--- src/rtl/capchain_pkg.sv ---
package capchain_pkg;

    typedef enum logic [2:0] {
        ST_IDLE,
        ST_READ,
        ST_EVAL,
        ST_PATCH,
        ST_WRITE,
        ST_MASK,
        ST_DONE
    } st_e;

    localparam logic OP_FIND = 1'b0;
    localparam logic OP_ADD  = 1'b1;

endpackage

--- src/rtl/capchain_hdr.sv ---
// Splits a header word and judges its next pointer.
module capchain_hdr #(
    parameter int ID_W  = 16,
    parameter int VER_W = 4,
    parameter int OFF_W = 12,
    parameter int BASE  = 256
) (
    input  logic [ID_W+VER_W+OFF_W-1:0] hdr,
    output logic [ID_W-1:0]             id,
    output logic [OFF_W-1:0]            nxt,
    output logic                        nxt_bad
);
    localparam int                 SPACE  = 1 << OFF_W;
    localparam logic [OFF_W-1:0]   LO_LIM = OFF_W'(BASE);
    localparam logic [OFF_W-1:0]   HI_LIM = OFF_W'(SPACE - 8);

    assign id  = hdr[ID_W-1:0];
    assign nxt = hdr[ID_W+VER_W +: OFF_W];

    always_comb begin
        nxt_bad = (nxt != '0) &&
                  ((nxt < LO_LIM) || (nxt > HI_LIM) || (nxt[1:0] != 2'b00));
    end
endmodule

--- src/rtl/capchain_argchk.sv ---
// Validates insert arguments and yields the word span of the region.
module capchain_argchk #(
    parameter int OFF_W = 12,
    parameter int BASE  = 256
) (
    input  logic [OFF_W-1:0] off,
    input  logic [OFF_W-1:0] size,
    output logic             bad,
    output logic [OFF_W-3:0] first_w,
    output logic [OFF_W-3:0] last_w
);
    localparam logic [OFF_W-1:0] LO_LIM = OFF_W'(BASE);

    logic [OFF_W:0]   span_end;
    logic [OFF_W-1:0] last_byte;

    always_comb begin
        span_end  = {1'b0, off} + {1'b0, size};
        last_byte = off + size - 1'b1;
        bad       = (off < LO_LIM) || (off[1:0] != 2'b00) ||
                    (size == '0) || span_end[OFF_W];
        first_w   = off[OFF_W-1:2];
        last_w    = last_byte[OFF_W-1:2];
    end
endmodule

--- src/rtl/capchain_mgr.sv ---
module capchain_mgr
    import capchain_pkg::*;
#(
    parameter int ID_W      = 16,
    parameter int VER_W     = 4,
    parameter int OFF_W     = 12,
    parameter int BASE      = 256,
    parameter int MAX_VISIT = 1024
) (
    input  logic                        clk,
    input  logic                        rst_n,
    input  logic                        cmd_valid,
    input  logic                        cmd_op,
    input  logic [ID_W-1:0]             cmd_id,
    input  logic [VER_W-1:0]            cmd_ver,
    input  logic [OFF_W-1:0]            cmd_off,
    input  logic [OFF_W-1:0]            cmd_size,
    output logic                        busy,
    output logic                        done,
    output logic                        found,
    output logic                        err,
    output logic [OFF_W-1:0]            res_off,
    output logic [OFF_W-1:0]            res_prev,
    output logic                        ram_req,
    output logic                        ram_we,
    output logic [OFF_W-3:0]            ram_addr,
    output logic [ID_W+VER_W+OFF_W-1:0] ram_wdata,
    input  logic [ID_W+VER_W+OFF_W-1:0] ram_rdata,
    output logic                        msk_we,
    output logic [OFF_W-3:0]            msk_addr
);
    localparam int               WA_W  = OFF_W - 2;
    localparam int               LO_W  = ID_W + VER_W;
    localparam int               CNT_W = $clog2(MAX_VISIT + 1);
    localparam logic [OFF_W-1:0] BASE_O = OFF_W'(BASE);

    typedef struct packed {
        st_e              st;
        logic             add;
        logic [ID_W-1:0]  id;
        logic [VER_W-1:0] ver;
        logic [OFF_W-1:0] off;
        logic [OFF_W-1:0] cur;
        logic [OFF_W-1:0] prev;
        logic [LO_W-1:0]  tail_lo;
        logic [OFF_W-1:0] nxt;
        logic [WA_W-1:0]  mw;
        logic [WA_W-1:0]  mend;
        logic [CNT_W-1:0] cnt;
        logic             found;
        logic             err;
        logic [OFF_W-1:0] r_off;
        logic [OFF_W-1:0] r_prev;
    } ctx_t;

    ctx_t ctx_d, ctx_q;

    logic [ID_W-1:0]  h_id;
    logic [OFF_W-1:0] h_nxt;
    logic             h_bad;
    logic             arg_bad;
    logic [WA_W-1:0]  arg_first, arg_last;
    logic [CNT_W-1:0] cnt_nx;

    capchain_hdr #(
        .ID_W (ID_W),
        .VER_W(VER_W),
        .OFF_W(OFF_W),
        .BASE (BASE)
    ) u_hdr (
        .hdr    (ram_rdata),
        .id     (h_id),
        .nxt    (h_nxt),
        .nxt_bad(h_bad)
    );

    capchain_argchk #(
        .OFF_W(OFF_W),
        .BASE (BASE)
    ) u_arg (
        .off    (cmd_off),
        .size   (cmd_size),
        .bad    (arg_bad),
        .first_w(arg_first),
        .last_w (arg_last)
    );

    always_comb begin
        ctx_d  = ctx_q;
        cnt_nx = ctx_q.cnt + 1'b1;
        unique case (ctx_q.st)
            ST_IDLE: begin
                if (cmd_valid) begin
                    ctx_d.add    = (cmd_op == OP_ADD);
                    ctx_d.id     = cmd_id;
                    ctx_d.ver    = cmd_ver;
                    ctx_d.off    = cmd_off;
                    ctx_d.cur    = BASE_O;
                    ctx_d.prev   = '0;
                    ctx_d.nxt    = '0;
                    ctx_d.mw     = arg_first;
                    ctx_d.mend   = arg_last;
                    ctx_d.cnt    = '0;
                    ctx_d.found  = 1'b0;
                    ctx_d.err    = 1'b0;
                    ctx_d.r_off  = '0;
                    ctx_d.r_prev = '0;
                    if (cmd_op == OP_ADD && arg_bad) begin
                        ctx_d.err = 1'b1;
                        ctx_d.st  = ST_DONE;
                    end else begin
                        ctx_d.st  = ST_READ;
                    end
                end
            end
            ST_READ: ctx_d.st = ST_EVAL;
            ST_EVAL: begin
                ctx_d.cnt     = cnt_nx;
                ctx_d.tail_lo = ram_rdata[LO_W-1:0];
                if (ctx_q.add && ctx_q.off == BASE_O) begin
                    // insert at the base keeps the stored link
                    ctx_d.nxt = h_nxt;
                    ctx_d.st  = ST_WRITE;
                end else if (ctx_q.cur == BASE_O && ram_rdata == '0) begin
                    ctx_d.err = ctx_q.add;
                    ctx_d.st  = ST_DONE;
                end else if (!ctx_q.add && h_id == ctx_q.id) begin
                    ctx_d.found  = 1'b1;
                    ctx_d.r_off  = ctx_q.cur;
                    ctx_d.r_prev = ctx_q.prev;
                    ctx_d.st     = ST_DONE;
                end else if (h_nxt == '0) begin
                    ctx_d.prev   = ctx_q.cur;
                    ctx_d.r_prev = ctx_q.cur;
                    ctx_d.nxt    = '0;
                    ctx_d.st     = ctx_q.add ? ST_PATCH : ST_DONE;
                end else if (h_bad || cnt_nx == CNT_W'(MAX_VISIT)) begin
                    ctx_d.err = 1'b1;
                    ctx_d.st  = ST_DONE;
                end else begin
                    ctx_d.prev = ctx_q.cur;
                    ctx_d.cur  = h_nxt;
                    ctx_d.st   = ST_READ;
                end
            end
            ST_PATCH: ctx_d.st = ST_WRITE;
            ST_WRITE: begin
                ctx_d.r_off = ctx_q.off;
                ctx_d.st    = ST_MASK;
            end
            ST_MASK: begin
                ctx_d.mw = ctx_q.mw + 1'b1;
                if (ctx_q.mw == ctx_q.mend) begin
                    ctx_d.st = ST_DONE;
                end
            end
            ST_DONE: ctx_d.st = ST_IDLE;
            default: ctx_d.st = ST_IDLE;
        endcase
    end

    always_ff @(posedge clk or negedge rst_n) begin
        if (!rst_n) begin
            ctx_q    <= '0;
            ctx_q.st <= ST_IDLE;
        end else begin
            ctx_q    <= ctx_d;
        end
    end

    always_comb begin
        ram_req   = 1'b0;
        ram_we    = 1'b0;
        ram_addr  = ctx_q.cur[OFF_W-1:2];
        ram_wdata = '0;
        unique case (ctx_q.st)
            ST_READ: ram_req = 1'b1;
            ST_PATCH: begin
                ram_req   = 1'b1;
                ram_we    = 1'b1;
                ram_addr  = ctx_q.prev[OFF_W-1:2];
                ram_wdata = {ctx_q.off, ctx_q.tail_lo};
            end
            ST_WRITE: begin
                ram_req   = 1'b1;
                ram_we    = 1'b1;
                ram_addr  = ctx_q.off[OFF_W-1:2];
                ram_wdata = {ctx_q.nxt, ctx_q.ver, ctx_q.id};
            end
            default: ;
        endcase
    end

    assign msk_we   = (ctx_q.st == ST_MASK);
    assign msk_addr = ctx_q.mw;
    assign busy     = (ctx_q.st != ST_IDLE);
    assign done     = (ctx_q.st == ST_DONE);
    assign found    = ctx_q.found;
    assign err      = ctx_q.err;
    assign res_off  = ctx_q.r_off;
    assign res_prev = ctx_q.r_prev;

endmodule

--- config.mk ---
export PLATFORM = sky130hd
export DESIGN_NAME = capchain_mgr
export DESIGN_NICKNAME = d
export VERILOG_FILES = /design/src/rtl/capchain_pkg.sv /design/src/rtl/capchain_hdr.sv /design/src/rtl/capchain_argchk.sv /design/src/rtl/capchain_mgr.sv
export SDC_FILE = /design/constraint.sdc
export NUM_CORES = 1
export LEC_CHECK = 0
export ABC_AREA = 0
export CAP_MARGIN = 10
export CELL_PAD_IN_SITES_DETAIL_PLACEMENT = 0
export CELL_PAD_IN_SITES_GLOBAL_PLACEMENT = 1
export CORE_ASPECT_RATIO = 1.4
export CORE_MARGIN = 5
export CORE_UTILIZATION = 50
export CTS_BUF_LIST = sky130_fd_sc_hd__clkbuf_4
export DETAILED_ROUTE_END_ITERATION = 8
export DONT_BUFFER_PORTS = 1
export GPL_ROUTABILITY_DRIVEN = 0
export MAX_ROUTING_LAYER = met4
export PLACE_DENSITY_LB_ADDON = 0.1
export SYNTH_ARGS = -nofsm -noshare
export SYNTH_HDL_FRONTEND = slang
export SYNTH_HIERARCHICAL = 1
export SYNTH_SLANG_ARGS = --single-unit
--- constraint.sdc ---
create_clock -name clk -period 6.1 [get_ports clk]
set_input_delay 1.525 -clock clk [delete_from_list [all_inputs] [get_ports clk]]
set_output_delay 1.525 -clock clk [all_outputs]
set_load 0.05 [all_outputs]
==> metrics.csv <==
stage,metric,value,unit
outcome,outcome,"finished, final reports clean",
drt,drcViolationCount,0,
clock_tree,cts_sinks,149,
timing,grt_setup_unrepaired,no,
synthesis,avgSynthCellArea,8.91,µm²
global_route,grt_max_degree,150,
drt,count_of_routing_violations_after_the_opening_detailed_route_iteration,702,
timing,slew-limit-headroom,29.1,%
synthesis,yosysWarnings,6,
cells_and_area,layout.cells.most_common,sky130_fd_sc_hd__nand2_1,
synthesis,synth_area_leader_cell,sky130_fd_sc_hd__dfrtp_1,
place,portBuffers,0,
timing,final.setup.worst_slack,1.42,ns
setup_path,worstPathCellList,and3_1 -> buf_4 -> nor2_1 -> inv_1 -> o21ai_1,
min_path,class_of_the_most_critical_hold_timing_path,flip-flop to flip-flop,
drt,num_vias,7016,
floorplanning,die-area,21100,µm²
pwr,post-layout-total-power,4.70,mW
synthesis,synth.ff_latch_count,149,
floorplanning,top_level_ports,163,
timing,worst-slew-pin-transition,1.06,ns
pwr,power_frac_seq,46.2,%
setup_path,kind_of_cell_with_the_highest_combined_delay_on_the_critical_path,compound AO/OA/AOI/OAI gates,
floorplanning,design.core.area,17900,µm²
clock_tree,clock_insertion_delay_worst_skew,0.59,ns
timing,period_utilization_post_route,76.7,%
place,placed_cells,1148,
pwr,ir_worst_vdd,0.254,mV
clock_tree,cts_tree,built,
pwr,cellLeakagePower,4.24,nW
cells_and_area,final.fill_count,1776,
pwr,internal-power,2.13,mW
clock_tree,htree_levels,4,
clock_tree,clock_tree.root_cell,sky130_fd_sc_hd__clkbuf_4,
clock_tree,tritoncts.num_buffers,17,
drt,post_drt_wl_per_cell,21.9,µm
timing,setup_viol_count_final,0,
timing,final_min_period,4.68,ns
global_route,grt_usage,25.6,%
setup_path,slowest_stage,sky130_fd_sc_hd__o21ai_1,
clock_tree,postCtsSetupBuffers,0,
clock_tree,path_clk_slew,0.14,ns
pwr,power_switching_share,54.6,%
synthesis,synth_async_sr_flop_share,100,%
place,hpwl_detailed,18600,µm
floorplanning,chipHeight,170,µm
synthesis,netlist_area,9110,µm²
cells_and_area,final_net_count,1040,
synthesis,syn_nets,1136,
synthesis,post-synth-top-area-fraction,40.9,%
global_route,grt_pass1_vias,6899,
setup_path,crit_required,4.58,ns
drt,antenna_left,0,
timing,final.setup_skew,0.0273,ns
floorplanning,die_x,124,µm
pwr,power.clock.fraction,12.3,%
synthesis,number_of_flops_mapped_to_enable_cells_by_yosys,0,
setup_path,r2r_slack,2.69,ns
timing,hold_violation_total_from_the_final_report,0,
synthesis,yosys_most_used_dff,sky130_fd_sc_hd__dfrtp_1,
timing,final_max_slew_viol_count,0,
synthesis,synth.top_cells.by_area,"sky130_fd_sc_hd__dfrtp_1, sky130_fd_sc_hd__nand2_1, sky130_fd_sc_hd__buf_4, sky130_fd_sc_hd__a22o_1, sky130_fd_sc_hd__ha_1",
drt,totalWireLength,25900,µm
place,pre_cts_ws,1.65,ns
pwr,power_density,525,nW/µm²
setup_path,path_class,flip-flop to output port,
cells_and_area,areaGrowthSynthToFinish,-1.88,%
timing,clock.fmax,214,MHz
setup_path,setup.worst_path.end_class,output port,
timing,setup_tns,0,ns
pwr,power_frac_comb,41.4,%
run,drv.max_cap_violation_count,0,
drt,first_pass_iters,7,
clock_tree,post_cts_resized,0,
clock_tree,hold_buffers,0,
floorplanning,floorplan.rows,58,
global_route,antenna_found_initial,1,
synthesis,portion_of_the_post_synthesis_area_used_by_sequential_elements,40.9,%
global_route,grt_overflow_total,0,
pwr,switchingPower,2.57,mW
setup_path,critPathArrivalTime,3.15,ns
floorplanning,initial_core_util,50.8,%
cells_and_area,highest_count_cells_in_the_layout_ignoring_fill_and_taps,"sky130_fd_sc_hd__nand2_1, sky130_fd_sc_hd__dfrtp_1, sky130_fd_sc_hd__nor2_1, sky130_fd_sc_hd__inv_1, sky130_fd_sc_hd__a22o_1",
cells_and_area,drive_above_1_share,8.62,%
drt,vias_per_cell,5.94,
synthesis,ys_types,73,
synthesis,syn-instance-count,1023,
global_route,wire_length_of_the_first_global_routing_pass,39900,µm
setup_path,path_buf_inv,2,
setup_path,crit_path_max_fanout,43,
clock_tree,cts_max_path_buffers,2,
setup_path,timing.critical_path.from_type,flip-flop,
cells_and_area,fin_cells,1181,
setup_path,max_stage_delay,0.97,ns
[final timing paths]
kind,depth (start not counted),startpoint,endpoint
worst max-delay path,5,ctx_q[146]$_DFFE_PN0P_,ram_addr[9]
worst min-delay path,2,ctx_q[127]$_DFFE_PN0P_,ctx_q[127]$_DFFE_PN0P_
worst max register to register,6,ctx_q[107]$_DFFE_PN0P_,res_prev[11]$_DFFE_PN0P_
worst min register to register,2,ctx_q[127]$_DFFE_PN0P_,ctx_q[127]$_DFFE_PN0P_
max in group asynchronous,0,rst_n,ctx_q[67]$_DFFE_PN0P_
min in group asynchronous,0,rst_n,ctx_q[32]$_DFFE_PN0P_
[power groups by stage]
stage               logic (mW)  registers, mW  clock network, mW
floorplan                 2.11           1.67                  0
global placement          1.92           2.18                  0
detailed placement        1.94           2.20                  0
CTS                       1.95           2.17              0.595
global route              2.14           2.23              0.638
finish                    1.95           2.17              0.578
[Yosys cell counts (3+ instances only)]
cell,n
sky130_fd_sc_hd__nand2_1,233
sky130_fd_sc_hd__dfrtp_1,149
sky130_fd_sc_hd__buf_4,73
sky130_fd_sc_hd__nor2_1,61
sky130_fd_sc_hd__inv_1,59
sky130_fd_sc_hd__a22o_1,56
sky130_fd_sc_hd__o21ai_0,33
sky130_fd_sc_hd__clkbuf_1,32
sky130_fd_sc_hd__ha_1,32
sky130_fd_sc_hd__a21oi_1,31
sky130_fd_sc_hd__mux2i_1,29
sky130_fd_sc_hd__a22oi_1,25
sky130_fd_sc_hd__nor4_1,25
sky130_fd_sc_hd__xor2_1,25
sky130_fd_sc_hd__xnor2_1,16
sky130_fd_sc_hd__nor3_1,13
sky130_fd_sc_hd__nand3_1,12
sky130_fd_sc_hd__mux2_4,10
sky130_fd_sc_hd__nand4_1,8
sky130_fd_sc_hd__buf_2,7
sky130_fd_sc_hd__a21o_1,5
sky130_fd_sc_hd__a31oi_1,4
sky130_fd_sc_hd__and3_1,4
sky130_fd_sc_hd__buf_1,4
sky130_fd_sc_hd__or2_2,4
sky130_fd_sc_hd__a21oi_2,3
sky130_fd_sc_hd__and4_1,3
sky130_fd_sc_hd__buf_6,3
sky130_fd_sc_hd__clkbuf_8,3
sky130_fd_sc_hd__mux2_2,3
sky130_fd_sc_hd__o211ai_1,3
sky130_fd_sc_hd__o21a_1,3
sky130_fd_sc_hd__o31ai_1,3
[stage by stage]
stage	hold slack (ns)	util [%]	instance area, µm²
floorplan	0.446	-	9110
global placement	0.459	48.5	8690
detailed placement	0.465	48.5	8690
CTS	0.499	49.9	8940
global route	0.521	49.9	8940
finish	0.497	49.9	8940
[sequential cells by signal, indices dropped and copies added (netlist names)]
register  count
res_off      12
found         1
res_prev     12
msk_addr     10
ctx_q       113
err           1
[routing by layer]
metal  part of all wire [%]  wire length (µm)  vias to the layer above  GRT usage (%)
met3                    7.6              1970                       47           5.77
met4                    3.0               788                        0           9.01
met1                     39             10000                     3424           31.6
met5                      0                 0                        -              -
met2                     51             13100                      295           41.2
li1                       -                 -                     3250              -
[cells by family (layout without fill, tap and decap cells)]
kind of cell,Yosys count,count (layout),share of synthesized area [%]
xor+xnor,41,41,3.94
compound gates,194,194,15.8
fa+ha+maj,33,33,4.61
other cells,0,1,0
buf+inv,182,99,11.2
mux,42,42,5.20
simple gates,382,382,18.4
flops,149,149,40.9
[worst register-to-register path: stages, from the launching register on]
cell and delay [ns]:
sky130_fd_sc_hd__dfrtp_1 0.49, sky130_fd_sc_hd__nor4b_1 0.43, sky130_fd_sc_hd__nand4_1 0.21, sky130_fd_sc_hd__nor4_1 0.79, sky130_fd_sc_hd__nor2_1 0.17, sky130_fd_sc_hd__a21oi_2 0.79, sky130_fd_sc_hd__mux2_2 0.42
[cell type report]
class | instances | area [µm²] | area share, %
Multi-Input combinational cell | 692 | 4380 | 49.0
Sequential cell | 149 | 3730 | 41.7
Tap cell | 240 | 300 | 3.36
Inverter | 60 | 225 | 2.52
Clock buffer | 17 | 128 | 1.43
Clock inverter | 15 | 123 | 1.37
Timing Repair Buffer | 7 | 52.6 | 0.588
Antenna cell | 1 | 2.50 | 0.0280
Power figures use the tool's default switching activity.
